[src/rtl/rc_sync_pkg.sv]
package rc_sync_pkg;

  typedef enum logic [1:0] {
    SEED_NEVER  = 2'd0,
    SEED_ALWAYS = 2'd1,
    SEED_TEMP   = 2'd2
  } seed_mode_e;

  // Map the two configuration bits onto a seed mode; enable low wins.
  function automatic seed_mode_e decode_seed(input logic en, input logic tmp);
    if (!en)      return SEED_NEVER;
    else if (tmp) return SEED_TEMP;
    else          return SEED_ALWAYS;
  endfunction

endpackage

[src/rtl/rc_count_core.sv]
module rc_count_core #(
  parameter int CNT_W = 16,
  parameter int WIN_W = 7
) (
  input  logic             clk,
  input  logic             rst,
  input  logic             inc,
  input  logic             load,
  input  logic [CNT_W-1:0] load_val,
  output logic [CNT_W-1:0] cnt,
  output logic             full_wrap,
  output logic             win_wrap
);
  localparam logic [CNT_W-1:0] ALL_ONES = {CNT_W{1'b1}};
  localparam logic [WIN_W-1:0] WIN_ONES = {WIN_W{1'b1}};

  logic step;
  assign step      = inc && !load;
  assign full_wrap = step && (cnt == ALL_ONES);
  assign win_wrap  = step && (cnt[WIN_W-1:0] == WIN_ONES);

  always_ff @(posedge clk) begin
    if (rst)       cnt <= '0;
    else if (load) cnt <= load_val;
    else if (inc)  cnt <= cnt + 1'b1;
  end
endmodule

[src/rtl/rc_ovf_track.sv]
module rc_ovf_track #(
  parameter int OVF_N = 2
) (
  input  logic             clk,
  input  logic             rst,
  input  logic             load,
  input  logic [OVF_N-1:0] load_flags,
  input  logic             full_wrap,
  output logic [OVF_N-1:0] flags,
  output logic             exhausted
);
  logic [OVF_N-1:0] lowest_set;
  logic             none_left;

  // One-hot mask of the lowest set flag, built per bit.
  generate
    for (genvar i = 0; i < OVF_N; i++) begin : g_low
      if (i == 0) begin : g_first
        assign lowest_set[i] = flags[i];
      end else begin : g_rest
        assign lowest_set[i] = flags[i] && (flags[i-1:0] == '0);
      end
    end
  endgenerate

  assign none_left = (flags == '0);

  always_ff @(posedge clk) begin
    if (rst) begin
      flags     <= '0;
      exhausted <= 1'b0;
    end else if (load) begin
      flags     <= load_flags;
      exhausted <= 1'b0;
    end else if (full_wrap) begin
      flags <= flags & ~lowest_set;
      if (none_left) exhausted <= 1'b1;
    end
  end
endmodule

[src/rtl/rc_seed_gate.sv]
module rc_seed_gate
  import rc_sync_pkg::*;
(
  input  logic clk,
  input  logic rst,
  input  logic load,
  input  logic load_en,
  input  logic load_tmp,
  input  logic win_wrap,
  output logic seed_ok
);
  seed_mode_e mode_q, mode_d;
  logic       expired_q, expired_d;

  always_comb begin
    mode_d    = mode_q;
    expired_d = expired_q;
    if (load) begin
      mode_d    = decode_seed(load_en, load_tmp);
      expired_d = 1'b0;
    end else if (win_wrap && mode_q == SEED_TEMP) begin
      expired_d = 1'b1;
    end
  end

  always_ff @(posedge clk) begin
    if (rst) begin
      mode_q    <= SEED_NEVER;
      expired_q <= 1'b0;
      seed_ok   <= 1'b0;
    end else begin
      mode_q    <= mode_d;
      expired_q <= expired_d;
      seed_ok   <= (mode_d == SEED_ALWAYS) || (mode_d == SEED_TEMP && !expired_d);
    end
  end
endmodule

[src/rtl/rc_sync_counter.sv]
module rc_sync_counter #(
  parameter int CNT_W = 16,
  parameter int OVF_N = 2,
  parameter int WIN_W = 7
) (
  input  logic             clk,
  input  logic             rst,
  input  logic             inc_i,
  input  logic             load_i,
  input  logic [CNT_W-1:0] load_cnt_i,
  input  logic [OVF_N-1:0] load_ovf_i,
  input  logic             load_seed_en_i,
  input  logic             load_seed_tmp_i,
  output logic [CNT_W-1:0] cnt_o,
  output logic [OVF_N-1:0] ovf_o,
  output logic             exhausted_o,
  output logic             seed_ok_o
);
  logic full_wrap, win_wrap;

  rc_count_core #(.CNT_W(CNT_W), .WIN_W(WIN_W)) core_i (
    .clk(clk), .rst(rst), .inc(inc_i), .load(load_i), .load_val(load_cnt_i),
    .cnt(cnt_o), .full_wrap(full_wrap), .win_wrap(win_wrap)
  );

  rc_ovf_track #(.OVF_N(OVF_N)) ovf_i (
    .clk(clk), .rst(rst), .load(load_i), .load_flags(load_ovf_i),
    .full_wrap(full_wrap), .flags(ovf_o), .exhausted(exhausted_o)
  );

  rc_seed_gate seed_i (
    .clk(clk), .rst(rst), .load(load_i), .load_en(load_seed_en_i),
    .load_tmp(load_seed_tmp_i), .win_wrap(win_wrap), .seed_ok(seed_ok_o)
  );
endmodule

[config.mk]
export PLATFORM = sky130hd
export DESIGN_NAME = rc_sync_counter
export DESIGN_NICKNAME = d
export VERILOG_FILES = /design/src/rtl/rc_sync_pkg.sv /design/src/rtl/rc_count_core.sv /design/src/rtl/rc_ovf_track.sv /design/src/rtl/rc_seed_gate.sv /design/src/rtl/rc_sync_counter.sv
export SDC_FILE = /design/constraint.sdc
export NUM_CORES = 1
export LEC_CHECK = 0
export BUFFER_PORTS_ARGS = -buffer_cell sky130_fd_sc_hd__buf_2
export CAP_MARGIN = 20
export CORE_MARGIN = 8
export CORE_UTILIZATION = 44
export CTS_CLUSTER_DIAMETER = 60
export DETAILED_ROUTE_END_ITERATION = 10
export GPL_TIMING_DRIVEN = 0
export PLACE_DENSITY = 0.75
export SLEW_MARGIN = 30
export SYNTH_ARGS = -nofsm -noshare
export SYNTH_HDL_FRONTEND = slang
export SYNTH_SLANG_ARGS = --single-unit
[constraint.sdc]
create_clock -name clk -period 1.5 [get_ports clk]
set_input_delay 0.45 -clock clk [delete_from_list [all_inputs] [get_ports clk]]
set_output_delay 0.45 -clock clk [all_outputs]
set_load 0.05 [all_outputs]
# After elaboration in Yosys (flattened, before gate mapping)
# Cells that the tools add are included.
[op_classes] n_reduce_logical=14 n_bitwise=3 add_sub_neg=1 mux=9 eq_ne=5
[op_table] op="16-bit two-way mux" count=2
[op_table] op="16-bit by 1-bit adder with 16-bit output, second input constant" count=1
[op_table] op="16-bit == test, second input constant" count=1
[op_table] op="2-bit two-way mux" count=5
[op_table] op="7-bit == test, second input constant" count=1
[op_table] op="1-bit logical AND" count=6
[op_table] op="2-bit == test, second input constant" count=2
[op_table] op="2-bit nonzero test" count=2
[op_table] op="2-bit bitwise AND" count=1
[op_table] op="2-bit by 1-bit == test with 1-bit output, second input constant" count=1
[op_table] op="1-bit zero test" count=2
[op_table] op="2-bit zero test" count=1
[op_table] op="1-bit two-way mux" count=2
[op_table] op="2-bit NOT" count=1
[op_table] op="2-bit AND reduction" count=1
[op_table] op="2-bit OR reduction" count=1
[op_table] op="1-bit logical OR" count=1
[op_table] op="1-bit NOT" count=1
[word_totals] inputBits=24 ff_bits=23 out_inout_bits=20 wordCells=38

# Logic depth before layout (Yosys ltp)
# Gate-level depths: netlist of the first run.
[logic_depth] depth_word=9 ltp_mapped=5 ltp_nobuf=5

# Cells and area by module
# A second synthesis of the first run with hierarchy kept.
[unflattened] hier_cells=143 hier_area_um2=1290.0
[by_module_without_submodules] mod="rc_count_core" area_per_inst_um2=985.9 cells_each=113 instances=1
[by_module_without_submodules] mod="rc_seed_gate" area_per_inst_um2=177.7 cells_each=18 instances=1
[by_module_without_submodules] mod="rc_ovf_track" area_per_inst_um2=126.4 cells_each=12 instances=1

# Least setup slack after synthesis of the first run
# No wires, ideal clock.
[synth_timing] kind="register -> register" start="reg core_i.cnt[2]" end="reg core_i.cnt[12]" required_time_ns=1.409 setup_slack_ns=-0.366 t_arrival_ns=1.775 path_buffers=0 path_stages_with_launch=5 cell_sequence="dfxtp_1 > and4_4 > nand4_2 > or3_1 > a311oi_1"
[synth_via] elab_chain_len=3
[synth_lines] element="start, declared" line_no="rc_count_core.sv:10" rtl="output logic [CNT_W-1:0] cnt,"
[synth_lines] element="start signal, assigned" line_no="rc_count_core.sv:24" rtl="else if (load) cnt <= load_val;"
[synth_lines] element="start signal, assigned" line_no="rc_count_core.sv:25" rtl="else if (inc) cnt <= cnt + 1'b1;"
[synth_lines] element="16-bit by 1-bit adder with 16-bit output" line_no="rc_count_core.sv:25"
[synth_lines] element="16-bit two-way mux" line_no="rc_count_core.sv:25"
[synth_lines] element="16-bit two-way mux" line_no="rc_count_core.sv:24"
# Every way passes these cells. The select of a mux whose other input is x is not followed.
# A chain may end at the register's enable or synchronous reset.

# Final worst setup path of the first run
[layout_timing] start="reg core_i.cnt[3]" end="reg core_i.cnt[12]"
# The elaborated chain is that of the path after synthesis.

==> results of run 1 <==
[flip-flops by register name, summed over array words and instances, names as in the netlist]
register and cells:
core_i.cnt 16, ovf_i.exhausted 1, ovf_i.flags 2, seed_i.expired_q 1, seed_i.mode_q 2, seed_i.seed_ok 1
[metrics by stage]
step / hold WS (ps) / TNS [ps] / cell area [sq um]
after floorplan: 449 / -11.2 / 1290
after global placement: 461 / -1770 / 1540
after detailed placement: 464 / -2450 / 1540
after CTS: 349 / -32.1 / 1660
after global routing: 352 / -290 / 1850
final: 345 / -37.8 / 1850
[where the power goes]
| group | internal [uW] | switching (uW) | leakage (uW) |
|---|---|---|---|
| sequential | 642 | 54.7 | 0.000198 |
| clock | 100 | 206 | 0.0000177 |
| combinational | 120 | 231 | 0.000575 |
[how the worst min path moves through the flow]
stage | from | endpoint | slack, ps
5_1_grt | load_cnt_i[3] | core_i.cnt[3]$_SDFFE_PP0P_ | 350
3_3_place_gp | seed_i.mode_q[0]$_SDFF_PP0_ | seed_i.mode_q[0]$_SDFF_PP0_ | 460
3_5_place_dp | ovf_i.exhausted$_SDFFE_PP0P_ | ovf_i.exhausted$_SDFFE_PP0P_ | 460
6_report | load_cnt_i[6] | core_i.cnt[6]$_SDFFE_PP0P_ | 350
2_1_floorplan | seed_i.mode_q[0]$_SDFF_PP0_ | seed_i.mode_q[0]$_SDFF_PP0_ | 450
4_1_cts | load_cnt_i[6] | core_i.cnt[6]$_SDFFE_PP0P_ | 350
[metal layers]
metal  wire [um]  vias to the layer above  global-route usage (%)
li1            -                      684                       -
met1        1610                      682                    18.9
met2        2010                       69                    27.1
met3         314                       13                    3.07
met4         106                        0                    8.70
met5           0                        -                       0
[cells by family (layout without fill, tap and decap cells)]
family	after synthesis	after routing	synth area share, %
xor gates and xnor gates	7	7	5.03
adders and majority gates	1	1	1.03
muxes	1	1	0.821
buffers and inverters	13	77	4.21
and+or+nand+nor	71	71	33.1
DFF	23	23	37.8
AOI/OAI and AO/OA	32	32	18.1
[layout make-up]
class                           instances  area share (%)
Clock buffer                            3            1.22
Tap cell                               31            2.10
Inverter                                5            1.15
Timing Repair Buffer                   61            21.2
Multi-Input combinational cell        112            44.9
Clock inverter                          1           0.271
Sequential cell                        23            27.5
Buffer                                  7            1.69
[cell usage in the layout, fill, tap and decap left out, types with 3 or more instances in the layout]
cell type / count
buf_2: 38
nand2_1: 16
buf_4: 16
nor2_1: 12
dfxtp_4: 11
a21oi_1: 10
nand4_1: 8
dfxtp_1: 8
nand3_1: 7
clkbuf_4: 7
clkbuf_1: 5
xnor2_1: 5
or3_1: 4
nor4_1: 4
o21ai_0: 4
dfxtp_2: 4
inv_1: 3
nor4_4: 3
nor3_1: 3
a211oi_1: 3
[repair_timing]
item / CTS / global route
pin swaps: 8 / 13
gates resized for setup: 7 / 24
endpoints found under the setup margin: 3 / 17
buffers inserted: 9 / 11
hold buffers: 0 / 0
[critical path: stages (launching register included)]
cell and delay, ps:
dfxtp_4 410, and4_4 260, nand4_2 150, or3_1 370
a311oi_2 250
==> parameters.txt, run 1 <==
Parameter                              Value

Die
  Core area    2690 sq um
  Total Die Area    4710 sq um
  Placement row count    19
  Die H    68.6 um
  Chip width    68.6 um
  Initial Util    45.4%
  I/O Pins    44

Route
  DRC violation count after routing    0
  DR vias/cell    5.96
  TritonRoute pass-1 iters    4
  Final Routed Wirelength    4.04 mm
  DR iter-0 viols    102
  Number of routed nets with antenna violations    0
  Wire per inst    16.6 um
  Via total after detailed routing    1448

Pwr
  LEAKAGE    0.000791 uW
  Power Dens Cells    734 nW/um^2
  Worst IR Drop VDD    0.000673 V
  Final Total Pwr    1350 uW

Logic synthesis
  Proportion of synthesized flip-flops having asynchronous set or reset    0%
  Cell type with the largest total area after synthesis    dfxtp_1
  Number of enable-type register cells in the synthesized netlist    0
  Number of distinct standard cells referenced by the synthesized netlist    44
  Number of instances in the synthesized netlist    148
  Ys flop type    dfxtp_1
  Count of warnings emitted by yosys    0
  Avg Cell Area, Syn    8.23 sq um
  Largest cells by area after synthesis    dfxtp_1 38%, nand2_1 4.9%, a21oi_1 4.1%
  Leading post-synthesis cells by instance count    23 x dfxtp_1, 16 x nand2_1, 12 x nor2_1, 10 x a21oi_1
  Sequential element share of the synthesized area    37.8%
  Most used standard cell by instance count after synthesis    dfxtp_1
  Area of the mapped netlist    1220 sq um
  Post-Syn Nets    173
  FF+latch count, synth    23
  Top cell type's share of synthesized area    37.8%

Placement
  HPWL after detailed placement    2.63 mm
  Setup slack after placement    -211 ps
  RD Place Congestion    0.849
  Total instance count after detailed placement    221
  Port-buffer cells    42

Clock tree
  Number of buffers between clock root and the deepest sink    2
  Clock tree from TritonCTS    done
  CTS Buf Count    3
  Clock sink total    23
  Clock root buffer    clkbuf_4
  Clock-pin slew on the worst setup and hold paths    140 ps
  Source-to-sink clock delay at the later pin of the worst-skew pair    330 ps
  CTS HTree Levels    1

Global route
  Number of antenna violations at the first check in global routing    0
  Number of global-route vias before repair    1394
  Largest net degree at the start of global routing    14
  GR Overflow Total    0
  Wire length of the first global-routing pass    5.93 mm
  Tot GR Track Use    16.1%

Timing
  Transition time of the tightest slew-check pin    661 ps
  Setup repair after global routing missed its margin    true
  Portion of the clock cycle consumed by the worst path in the final layout    103%
  Final number of setup-violating endpoints    1
  Relative slew slack    55.9%
  Final critical-path setup slack    -37.8 ps
  Time the worst path needs with I/O delays and setup    1540 ps
  Number of hold violations in the final report    0
  Top achievable clock speed    650 MHz
  Layout Skew    7.24 ps
  Max-slew violation count    0

Hold path
  Instance count along the most critical hold path    3
  Worst Hold Class    input pin to register

Final layout
  Fill cells    209
  Layout cell share with drive strength beyond 1    47.2%
  Area growth syn-to-layout    51.4%
  Post-layout instance count excluding filler cells    243
  Multi-input gate area    830 sq um
  Final layout net count    238
  Sequential cell area    507 sq um
  Finished Core Util    68.7%
  Final antenna diode count    0

Setup path
  Endpoint kind of the worst setup timing path    register
  Maximum fanout count along the critical path    6
  FF-to-FF setup slack    -40 ps
  Arrival time at the worst endpoint    1780 ps
  Endpoint of the worst-slack reg-to-reg timing path    core_i.cnt[12]$_SDFFE_PP0P_
  Origin of the critical flop-to-flop path    core_i.cnt[3]$_SDFFE_PP0P_
  Kind of start point of the critical path    register
  Crit path required time    1740 ps
  Critical path launch point    core_i.cnt[3]$_SDFFE_PP0P_
  Worst Path Class, Setup    register to register
  Last element of the critical path    core_i.cnt[12]$_SDFFE_PP0P_
  Reg2Reg Depth    4

Run status
  Failing checks    setup timing
  Result of the run    complete, but fails checks

Flow run
  Max-capacitance violation count    0
Power figures use the tool's default switching activity.
==> inputs of run 2 (changes only) <==
--- a/config.mk
+++ b/config.mk
@@ -5,10 +5,11 @@
 export SDC_FILE = /design/constraint.sdc
 export NUM_CORES = 1
 export LEC_CHECK = 0
+export ABC_AREA = 1
 export BUFFER_PORTS_ARGS = -buffer_cell sky130_fd_sc_hd__buf_2
 export CAP_MARGIN = 20
 export CORE_MARGIN = 8
-export CORE_UTILIZATION = 44
+export CORE_UTILIZATION = 45
 export CTS_CLUSTER_DIAMETER = 60
 export DETAILED_ROUTE_END_ITERATION = 10
 export GPL_TIMING_DRIVEN = 0
==> parameters.txt, run 2 <==
Parameter                              Value

Final layout
  Final antenna diode count    0
  Area growth syn-to-layout    24.3%
  Layout cell share with drive strength beyond 1    32.0%
  Largest Register    core_i.cnt
  Flip-flop count of the largest register after layout    16
  Largest regs    core_i.cnt x16, ovf_i.flags x2, seed_i.mode_q x2
  Commonest non-fill, non-tap cell in the layout    nand2_1
  Finished Core Util    59.6%
  Final layout net count    270
  Finished Cell Area    1660 sq um
  Top library cells by usage in the layout, fill and taps aside    51 x nand2_1, 34 x buf_2, 22 x inv_1

Global route
  Global routing met1 resource utilization    14.9%
  Tot GR Track Use    13.6%
  Number of global-route vias before repair    1355
  Busiest layer in global routing    met2
  Wire length of the first global-routing pass    5.78 mm
  Met3 track demand over resource in global routing    5.79%
  Largest net degree at the start of global routing    14
  Number of antenna violations at the first check in global routing    0
  Global routing met2 resource utilization    23.7%
  GR Overflow Total    0

Run status
  Result of the run    finished clean

Timing
  Transition time of the tightest slew-check pin    466 ps
  Setup repair after global routing missed its margin    false
  Portion of the clock cycle consumed by the worst path in the final layout    96.3%
  Layout Skew    3.40 ps
  Final number of setup-violating endpoints    0
  Top achievable clock speed    692 MHz
  Number of hold violations in the final report    0
  Final setup TNS    0 ps
  Relative slew slack    68.9%
  Final critical-path setup slack    55.8 ps
  Max-slew violation count    0
  Time the worst path needs with I/O delays and setup    1440 ps

Pwr
  LEAKAGE    0.000735 uW
  Worst IR Drop VDD    0.000535 V
  Switching power total    450 uW
  Int Power    851 uW
  Power Dens Cells    785 nW/um^2
  Combinational cell fraction of total power    24.0%
  Sequential fraction of design power    52.9%
  Switching Share    34.6%
  Fraction of power consumed by the clock network    23.2%

Die
  Total Die Area    4960 sq um
  Core area    2780 sq um
  Initial Util    47.9%
  Die H    70.4 um
  I/O Pins    44
  Placement row count    19
  Chip width    70.4 um

Logic synthesis
  Cell type with the largest total area after synthesis    dfxtp_1
  Number of distinct standard cells referenced by the synthesized netlist    27
  Number of instances in the synthesized netlist    198
  Leading post-synthesis cells by instance count    51 x nand2_1, 23 x dfxtp_1, 22 x inv_1, 18 x nand3_1, 16 x nor2_1
  Synthesized-area fraction occupied by xor and xnor cells    3.29%
  Multiplexer area fraction after synthesis    0%
  Proportion of synthesized flip-flops having asynchronous set or reset    0%
  Avg Cell Area, Syn    6.73 sq um
  Post-Syn Nets    223
  FF+latch count, synth    23
  Top cell type's share of synthesized area    34.6%
  Main combinational cell family by area after synthesis    simple AND/OR/NAND/NOR gates
  Area of the mapped netlist    1330 sq um
  Largest cells by area after synthesis    dfxtp_1 35%, nand2_1 14%, nand3_1 6.8%
  Count of warnings emitted by yosys    0
  Fraction of the mapped netlist area in simple logic gates    34.0%
  Number of enable-type register cells in the synthesized netlist    0
  Ys flop type    dfxtp_1
  Sequential element share of the synthesized area    34.6%
  Area fraction in compound gates after synthesis    16.7%
  Most used standard cell by instance count after synthesis    nand2_1
  Synth Area in Adders    0.939%

Setup path
  Reg2Reg Depth    8
  Worst Path Class, Setup    register to output port
  CP peak stage delay    440 ps
  Kind of start point of the critical path    register
  Crit path required time    1050 ps
  Critical path depth    1
  Highest-delay cell along the critical path    dfxtp_1
  Maximum fanout count along the critical path    6
  Critical Path, Cell by Cell    buf_4
  Buf/Inv on CP    1
  Endpoint kind of the worst setup timing path    output port
  Arrival time at the worst endpoint    990 ps
  Dominant delay contributor by cell family on the critical path    flip-flops

Placement
  Cell area after placement    1590 sq um
  RD Place Congestion    0.825
  HPWL after detailed placement    2.69 mm
  Port-buffer cells    42
  Setup slack after placement    67.7 ps

Flow run
  Max-capacitance violation count    0

Route
  DRC violation count after routing    0
  Final Routed Wirelength    3.33 mm
  TritonRoute pass-1 iters    4
  Number of routed nets with antenna violations    0
  Wire per inst    12.1 um
  DR iter-0 viols    49
  DR vias/cell    5.03
  Via total after detailed routing    1384

Hold path
  Instance count along the most critical hold path    3
  Worst Hold Class    input pin to register

Clock tree
  Number of buffers between clock root and the deepest sink    2
  Clock sink total    23
  Clock tree from TritonCTS    done
  Clock root buffer    clkbuf_4
  CTS HTree Levels    1
  Post CTS Setup Buffer Count    0
  Clock-pin slew on the worst setup and hold paths    130 ps
  CTS Buf Count    3
  Hold buffer count at CTS    0
  Source-to-sink clock delay at the later pin of the worst-skew pair    320 ps
[run 2: changes by cell type after synthesis, moves of 4 or more]
cell	previous run	this run
nand3_1	8	18
inv_2	0	4
a21oi_1	10	15
or3_1	4	0
nor2_1	12	16
nor4_1	5	0
a22oi_1	0	12
inv_1	4	22
nand4_1	8	3
nand2_1	16	51
[run 2: worst paths after layout]
check,from,to,slack (ps)
min,load_ovf_i[1],ovf_i.flags[1]$_SDFFE_PP0P_,360
max reg2reg,core_i.cnt[0]$_SDFFE_PP0P_,ovf_i.flags[1]$_SDFFE_PP0P_,140
min reg2reg,ovf_i.exhausted$_SDFFE_PP0P_,ovf_i.exhausted$_SDFFE_PP0P_,470
max,core_i.cnt[11]$_SDFFE_PP0P_,cnt_o[11],60
[run 2: through the flow]
stage          hold slack, ps  total power [uW]  std cells
4_1_cts                   345              1310        275
2_1_floorplan             525               912        198
3_5_place_dp              451              1000        271
5_1_grt                   364              1370        275
3_3_place_gp              440              1000        271
6_report                  359              1300        275
[run 2: cell type report]
type / instances / area [sq um]
Multi-Input combinational cell: 143 / 742
Timing Repair Buffer: 42 / 233
Sequential cell: 23 / 475
Buffer: 6 / 42.5
Clock inverter: 1 / 5.00
Fill cell: 291 / 1120
Tap cell: 31 / 38.8
Clock buffer: 3 / 22.5
Inverter: 26 / 97.6
[run 2: logic make-up after synthesis]
logic type	Yosys count
AOI/OAI and AO/OA	37
and+or+nand+nor	100
DFF	23
buffers and inverters	32
adders and majority gates	1
xor gates and xnor gates	5
[run 2: routing by layer]
| metal | routed length [um] | vias up |
|---|---|---|
| li1 | - | 739 |
| met1 | 1480 | 607 |
| met2 | 1580 | 33 |
| met3 | 243 | 5 |
| met4 | 29 | 0 |
| met5 | 0 | - |
[run 2: power by group through the flow]
stage | sequential, uW | clock (uW) | combinational [uW]
after floorplan | 800 | 0 | 112
after global placement | 698 | 0 | 304
after detailed placement | 699 | 0 | 306
after CTS | 686 | 316 | 312
after global routing | 694 | 337 | 340
final | 688 | 301 | 312
[run 2: tightest hold or removal path: cells and delay by family]
kind	cells	cell delay (ps)
compound gates	1	50
buf+inv	1	90
simple gates	1	50
[run 2: repair_timing]
| item | CTS | global route |
|---|---|---|
| resized for setup | 6 | 11 |
| endpoints found under the setup margin | 6 | 10 |
| hold endpoints to repair | 0 | 0 |
